[config.mk]
export PLATFORM = sky130hd
export DESIGN_NAME = crc_serial_engine
export DESIGN_NICKNAME = d
export VERILOG_FILES = /design/src/rtl/crc_eng_pkg.sv /design/src/rtl/crc_cfg_regs.sv /design/src/rtl/crc_bit_sequencer.sv /design/src/rtl/crc_lfsr_acc.sv /design/src/rtl/crc_irq_ctrl.sv /design/src/rtl/crc_serial_engine.sv
export SDC_FILE = /design/constraint.sdc
export NUM_CORES = 1
export LEC_CHECK = 0
export ABC_AREA = 1
export CAP_MARGIN = 10
export CELL_PAD_IN_SITES_DETAIL_PLACEMENT = 2
export CELL_PAD_IN_SITES_GLOBAL_PLACEMENT = 2
export CORE_MARGIN = 4
export CORE_UTILIZATION = 37
export CTS_BUF_LIST = sky130_fd_sc_hd__clkbuf_4
export CTS_CLUSTER_SIZE = 24
export DETAILED_ROUTE_END_ITERATION = 8
export PLACE_DENSITY_LB_ADDON = 0.15
export SLEW_MARGIN = 20
export SYNTH_ARGS = -nofsm -noshare
export SYNTH_HDL_FRONTEND = slang
export SYNTH_SLANG_ARGS = --single-unit
[constraint.sdc]
create_clock -name clk -period 3.85 [get_ports clk]
set_clock_uncertainty 0.05 [all_clocks]
set_input_delay 0.77 -clock clk [delete_from_list [all_inputs] [get_ports clk]]
set_output_delay 0.77 -clock clk [all_outputs]
set_load 0.01 [all_outputs]
[src/rtl/crc_eng_pkg.sv]
package crc_eng_pkg;
  localparam int unsigned ACC_W  = 16;
  localparam int unsigned DATA_W = 16;
  localparam int unsigned LEN_W  = $clog2(DATA_W);
  localparam int unsigned PLEN_W = $clog2(ACC_W);
  localparam int unsigned ADDR_W = 3;
  localparam int unsigned BYTE_W = 8;

  typedef enum logic [ADDR_W-1:0] {
    RA_MODE   = 3'd0,
    RA_TAPS   = 3'd1,
    RA_DEGREE = 3'd2,
    RA_SEED   = 3'd3,
    RA_DHI    = 3'd4,
    RA_DLO    = 3'd5,
    RA_CLEAR  = 3'd6,
    RA_SPARE  = 3'd7
  } reg_addr_e;

  typedef struct packed {
    logic             irq_en;
    logic             zero_append;
    logic             lsb_first;
    logic [LEN_W-1:0] len_m1;
  } mode_t;
endpackage

[src/rtl/crc_cfg_regs.sv]
module crc_cfg_regs
  import crc_eng_pkg::*;
#(
  parameter int unsigned REG_W = ACC_W
) (
  input  logic              clk,
  input  logic              rst_n,
  input  logic              we,
  input  logic [ADDR_W-1:0] addr,
  input  logic [REG_W-1:0]  wdata,
  input  logic              busy,
  output mode_t             mode,
  output logic [ACC_W-1:0]  taps,
  output logic [PLEN_W-1:0] degree_m1,
  output logic [DATA_W-1:0] data_word,
  output logic              launch,
  output logic              launch_drop,
  output logic              seed_we,
  output logic              clr_flag,
  output logic              clr_ovr
);
  localparam int unsigned HI_W   = DATA_W - BYTE_W;
  localparam int unsigned MODE_W = $bits(mode_t);

  reg_addr_e        sel;
  logic [HI_W-1:0]  data_hi;

  assign sel = reg_addr_e'(addr);

  always_comb begin
    launch      = 1'b0;
    launch_drop = 1'b0;
    seed_we     = 1'b0;
    clr_flag    = 1'b0;
    clr_ovr     = 1'b0;
    if (we) begin
      unique case (sel)
        RA_DLO: begin
          launch      = !busy;
          launch_drop = busy;
        end
        RA_SEED:  seed_we = !busy;
        RA_CLEAR: begin
          clr_flag = wdata[0];
          clr_ovr  = wdata[1];
        end
        default: ;
      endcase
    end
  end

  assign data_word = {data_hi, wdata[BYTE_W-1:0]};

  always_ff @(posedge clk or negedge rst_n) begin
    if (!rst_n) begin
      mode      <= '{irq_en: 1'b0, zero_append: 1'b0, lsb_first: 1'b0, len_m1: '1};
      taps      <= '0;
      degree_m1 <= '1;
      data_hi   <= '0;
    end else if (we) begin
      unique case (sel)
        RA_MODE:   mode      <= mode_t'(wdata[MODE_W-1:0]);
        RA_TAPS:   taps      <= wdata[ACC_W-1:0];
        RA_DEGREE: degree_m1 <= wdata[PLEN_W-1:0];
        RA_DHI:    data_hi   <= wdata[HI_W-1:0];
        default: ;
      endcase
    end
  end
endmodule

[src/rtl/crc_bit_sequencer.sv]
module crc_bit_sequencer
  import crc_eng_pkg::*;
(
  input  logic              clk,
  input  logic              rst_n,
  input  logic              launch,
  input  logic [DATA_W-1:0] word,
  input  logic [LEN_W-1:0]  len_m1,
  input  logic              lsb_first,
  input  logic              zero_append,
  input  logic [PLEN_W-1:0] degree_m1,
  output logic              busy,
  output logic              bit_out,
  output logic              done
);
  localparam int unsigned CNT_W = $clog2(DATA_W + ACC_W + 1);

  logic [DATA_W-1:0] shreg;
  logic [DATA_W-1:0] len_mask;
  logic [DATA_W-1:0] load_val;
  logic [CNT_W-1:0]  remain;
  logic [CNT_W-1:0]  total;
  logic              lsb_q;

  for (genvar i = 0; i < DATA_W; i++) begin : g_lmask
    assign len_mask[i] = (LEN_W'(i) <= len_m1);
  end

  always_comb begin
    total = CNT_W'(len_m1) + CNT_W'(1);
    if (zero_append) total = total + CNT_W'(degree_m1) + CNT_W'(1);
  end

  always_comb begin
    if (lsb_first) load_val = word & len_mask;
    else           load_val = word << (LEN_W'(DATA_W - 1) - len_m1);
  end

  assign bit_out = lsb_q ? shreg[0] : shreg[DATA_W-1];
  assign done    = busy && (remain == CNT_W'(1));

  always_ff @(posedge clk or negedge rst_n) begin
    if (!rst_n) begin
      shreg  <= '0;
      remain <= '0;
      busy   <= 1'b0;
      lsb_q  <= 1'b0;
    end else if (launch) begin
      shreg  <= load_val;
      remain <= total;
      busy   <= 1'b1;
      lsb_q  <= lsb_first;
    end else if (busy) begin
      shreg  <= lsb_q ? (shreg >> 1) : (shreg << 1);
      remain <= remain - CNT_W'(1);
      if (remain == CNT_W'(1)) busy <= 1'b0;
    end
  end
endmodule

[src/rtl/crc_lfsr_acc.sv]
module crc_lfsr_acc
  import crc_eng_pkg::*;
(
  input  logic              clk,
  input  logic              rst_n,
  input  logic              seed_we,
  input  logic [ACC_W-1:0]  seed_val,
  input  logic              shift_en,
  input  logic              bit_in,
  input  logic [ACC_W-1:0]  taps,
  input  logic [PLEN_W-1:0] degree_m1,
  output logic [ACC_W-1:0]  acc
);
  logic [ACC_W-1:0] shifted;
  logic [ACC_W-1:0] keep;
  logic [ACC_W-1:0] nxt;
  logic             fb;

  assign fb = acc[degree_m1];

  for (genvar i = 0; i < ACC_W; i++) begin : g_bit
    if (i == 0) begin : g_lsb
      assign shifted[i] = bit_in;
    end else begin : g_up
      assign shifted[i] = acc[i-1];
    end
    assign keep[i] = (PLEN_W'(i) <= degree_m1);
    assign nxt[i]  = keep[i] & (shifted[i] ^ (fb & taps[i]));
  end

  always_ff @(posedge clk or negedge rst_n) begin
    if (!rst_n)        acc <= '0;
    else if (seed_we)  acc <= seed_val;
    else if (shift_en) acc <= nxt;
  end
endmodule

[src/rtl/crc_irq_ctrl.sv]
module crc_irq_ctrl (
  input  logic clk,
  input  logic rst_n,
  input  logic done,
  input  logic launch_drop,
  input  logic clr_flag,
  input  logic clr_ovr,
  input  logic irq_en,
  output logic irq_flag,
  output logic overrun,
  output logic irq
);
  always_ff @(posedge clk or negedge rst_n) begin
    if (!rst_n) begin
      irq_flag <= 1'b0;
      overrun  <= 1'b0;
    end else begin
      if (done)          irq_flag <= 1'b1;
      else if (clr_flag) irq_flag <= 1'b0;
      if (launch_drop)   overrun  <= 1'b1;
      else if (clr_ovr)  overrun  <= 1'b0;
    end
  end

  assign irq = irq_flag & irq_en;
endmodule

[src/rtl/crc_serial_engine.sv]
module crc_serial_engine
  import crc_eng_pkg::*;
(
  input  logic              clk,
  input  logic              rst_n,
  input  logic              reg_we,
  input  logic [ADDR_W-1:0] reg_addr,
  input  logic [ACC_W-1:0]  reg_wdata,
  output logic [ACC_W-1:0]  crc_acc,
  output logic              busy,
  output logic              irq_flag,
  output logic              irq,
  output logic              overrun
);
  mode_t             mode;
  logic [ACC_W-1:0]  taps;
  logic [PLEN_W-1:0] degree_m1;
  logic [DATA_W-1:0] data_word;
  logic              launch;
  logic              launch_drop;
  logic              seed_we;
  logic              clr_flag;
  logic              clr_ovr;
  logic              ser_bit;
  logic              done;

  crc_cfg_regs #(.REG_W(ACC_W)) u_regs (
    .clk(clk), .rst_n(rst_n), .we(reg_we), .addr(reg_addr), .wdata(reg_wdata),
    .busy(busy), .mode(mode), .taps(taps), .degree_m1(degree_m1),
    .data_word(data_word), .launch(launch), .launch_drop(launch_drop),
    .seed_we(seed_we), .clr_flag(clr_flag), .clr_ovr(clr_ovr)
  );

  crc_bit_sequencer u_seq (
    .clk(clk), .rst_n(rst_n), .launch(launch), .word(data_word),
    .len_m1(mode.len_m1), .lsb_first(mode.lsb_first),
    .zero_append(mode.zero_append), .degree_m1(degree_m1),
    .busy(busy), .bit_out(ser_bit), .done(done)
  );

  crc_lfsr_acc u_acc (
    .clk(clk), .rst_n(rst_n), .seed_we(seed_we), .seed_val(reg_wdata),
    .shift_en(busy), .bit_in(ser_bit), .taps(taps), .degree_m1(degree_m1),
    .acc(crc_acc)
  );

  crc_irq_ctrl u_irq (
    .clk(clk), .rst_n(rst_n), .done(done), .launch_drop(launch_drop),
    .clr_flag(clr_flag), .clr_ovr(clr_ovr), .irq_en(mode.irq_en),
    .irq_flag(irq_flag), .overrun(overrun), .irq(irq)
  );
endmodule

==> metrics.md <==
| Metric | Value |
|---|---|
| Syn Inst Count | 746 |
| Sequential share of the synthesized area | 0.373 |
| Initial antenna violation count | 0 |
| GP Congestion | 0.921 |
| Routed WL | 19,800 µm |
| Synth Cell Area | 5200 µm² |
| Clock power share | 0.158 |
| Power Dens Cells | 656 nW/µm² |
| Logic pwr share | 0.456 |
| Ys async rst share | 1.00 |
| #FFs+latches synth | 77 |
| Clk_lat worst skew | 470 ps |
| CORE AREA | 13,800 µm² |
| DRC errors left | 0 |
| First DRT Iteration DRCs | 378 |
| Worst reg2reg endpoint | u_seq.remain[3] |
| PortBufs | 41 |
| Final HPWL DP | 14,700 µm |
| Drt pass-1 iters | 4 |
| Ys flop type | dfrtp_1 |
| Crit path to | u_seq.remain[3] |
| Worst reg-to-reg setup slack | 1020 ps |
| First-pass GRT wire length | 32,700 µm |
| Measured slew at the worst slew-check pin | 796 ps |
| CTS tree | built |
| P&R area growth vs syn | 12.0% |
| Synth area leaders | dfrtp_1, nand2_1, nand3_1 |
| Setup Buffers After CTS | 0 |
| Psw | 0.00183 W |
| Clock transition at the registers of the reported paths | 140 ps |
| Io pins | 42 |
| Remaining Overflow, GRT | 0 |
| Sw frac | 0.479 |
| R2R depth | 11 |
| Leakage | 2.69 nW |
| RR Startpoint | u_regs.mode[2] |
| Inst Count DP | 934 |
| Routed wire length per instance | 20.9 µm |
| Clk sink count | 77 |
| Syn Area/Cell | 6.97 µm² |
| PostCTS Resize Cnt | 0 |
| Synth top cells by count | nand2_1, nand3_1, dfrtp_1, inv_1, o21ai_0 |
| Largest net degree at the start of global routing | 78 |
| Period minus WS final | 2830 ps |
| Row count | 43 |
| Setup ws final | 1020 ps |
| Max_cap viols | 0 |
| Slew margin rel. | 0.469 |
| Int Power | 0.00199 W |
| Unrepaired setup endpoints after global routing | no |
| Yosys synthesis warning count | 0 |
| Hold buffers post-CTS | 0 |
| CP Data Required Time | 4140 ps |
| Die H | 127 µm |
| Most frequent cell after synthesis | nand2_1 |
| Crit Path Max Fanout | 17 |
| VDD IR-drop max | 0.289 mV |
| Final Non-Filler Cells | 950 |
| Share of the synthesized area in the top cell type | 0.332 |
| Final Cycle Share | 0.735 |
| Initial core utilization | 0.376 |
| Tot GR Track Use | 0.258 |
| Synth area leader | dfrtp_1 |
| Maximum clock rate | 0.353 GHz |
| Die area | 16,000 µm² |
| Setup TNS | 0 ps |
| Share of cells above drive strength 1 | 0.0818 |
| Die W | 127 µm |
| Post-route ant nets | 0 |
| Netlist cell types | 45 |
| Worst slack at placement | 926 ps |
| Clock Tree Root | clkbuf_4 |
| Hold Fails Final Rpt | 0 |
| CTS buffer count | 9 |
| Critical Path Start Type | flop |
| Syn Nets | 779 |
| Via-per-instance ratio | 5.61 |
| Reg power frac | 0.386 |
| Max Root-Sink Buffers | 2 |
| Vias in the first global route | 5,841 |
| Crit. Startpoint | u_regs.mode[2] |
| Vias after detailed routing | 5,331 |
| # diodes | 0 |
| H-tree depth | 3 |
| Nets | 798 |
| Crit end category | flop |
| Crit Path Class | reg2reg |
| Worst EP arrival | 3120 ps |
| Final setup viols | 0 |
| Slew Viols, Final | 0 |
| HP Class | in2async |
| Status | finished, final reports clean |
| Number of synthesized flops with an enable pin | 0 |
[stage by stage]
step / hold slack (ps) / util / power [W] / instance area [µm²]
after global routing: 294 / 0.421 / 0.00414 / 5820
after CTS: 441 / 0.421 / 0.00385 / 5820
final: 286 / 0.421 / 0.00382 / 5820
after floorplan: 403 / - / 0.00258 / 5200
after detailed placement: 438 / 0.409 / 0.00322 / 5650
after global placement: 428 / 0.409 / 0.00309 / 5650
[power groups by stage]
stage          Sequential [W]  Combinational, W  Clock [W]
4_1_cts               0.00147           0.00175   0.000627
3_5_place_dp          0.00148           0.00174          0
2_1_floorplan         0.00130           0.00128          0
3_3_place_gp          0.00146           0.00164          0
5_1_grt               0.00152           0.00197   0.000657
6_report              0.00147           0.00174   0.000605
[cells in the final DEF, fill, tap and decap left out, drive strengths merged, types with 10 or more instances in the layout]
cell type,synthesis,final
nand2,245,245
o21ai,71,71
dfrtp,69,69
clkdlybuf4s50,0,40
inv,77,77
nor2,32,32
a21oi,46,46
o211ai,13,13
clkbuf,13,10
ha,10,10
nand3,81,81
[critical path, cell delays in order, from the launching register on]
cell	delay, ps
dfstp_2	790
nand2_1	240
inv_1	200
nand2_1	160
xor2_1	210
ha_1	360
inv_1	80
or2_2	310
nand2_1	60
nand2_1	50
o211ai_1	100
nand3_1	90
[routing by layer]
layer | track usage | part of all wire
met1 | 0.354 | 0.47
met2 | 0.427 | 0.48
met3 | 0.0434 | 0.037
met4 | 0.0574 | 0.014
met5 | 0 | 0
[registers in the layout, indices dropped and copies added, names as in the netlist]
| register | cells |
|---|---|
| u_acc.acc | 16 |
| u_irq.irq_flag | 1 |
| u_irq.overrun | 1 |
| u_regs.data_hi | 8 |
| u_regs.degree_m1 | 4 |
| u_regs.mode | 7 |
| u_regs.taps | 16 |
| u_seq.busy | 1 |
| u_seq.lsb_q | 1 |
| u_seq.remain | 6 |
| u_seq.shreg | 16 |
[kinds of logic (layout without fill, tap and decap cells)]
family / after synthesis / in the layout / share of synthesized area
AOI/OAI and AO/OA: 156 / 156 / 0.170
and+or+nand+nor: 375 / 375 / 0.309
DFF: 77 / 77 / 0.373
xor gates and xnor gates: 4 / 4 / 0.00674
buffers and inverters: 114 / 138 / 0.0948
muxes: 9 / 9 / 0.0193
adders and majority gates: 11 / 11 / 0.0279
[worst min-delay path by stage]
stage                       to  slack, ps  depth (start not counted)
2_1_floorplan   u_regs.mode[6]        400                          2
3_3_place_gp   u_seq.remain[5]        430                          2
3_5_place_dp   u_seq.remain[5]        440                          2
4_1_cts          u_acc.acc[12]        440                          1
5_1_grt          u_acc.acc[12]        290                          1
6_report         u_acc.acc[12]        290                          1
[area by class of cell]
type                            count  area, µm²
Inverter                           78        293
Multi-Input combinational cell    555       2770
Timing Repair Buffer               44        434
Clock inverter                      6       87.6
Clock buffer                       10       75.1
Fill cell                        1684       8010
Tap cell                          180        225
Sequential cell                    77       1940
(Power assumes the default switching activity.)
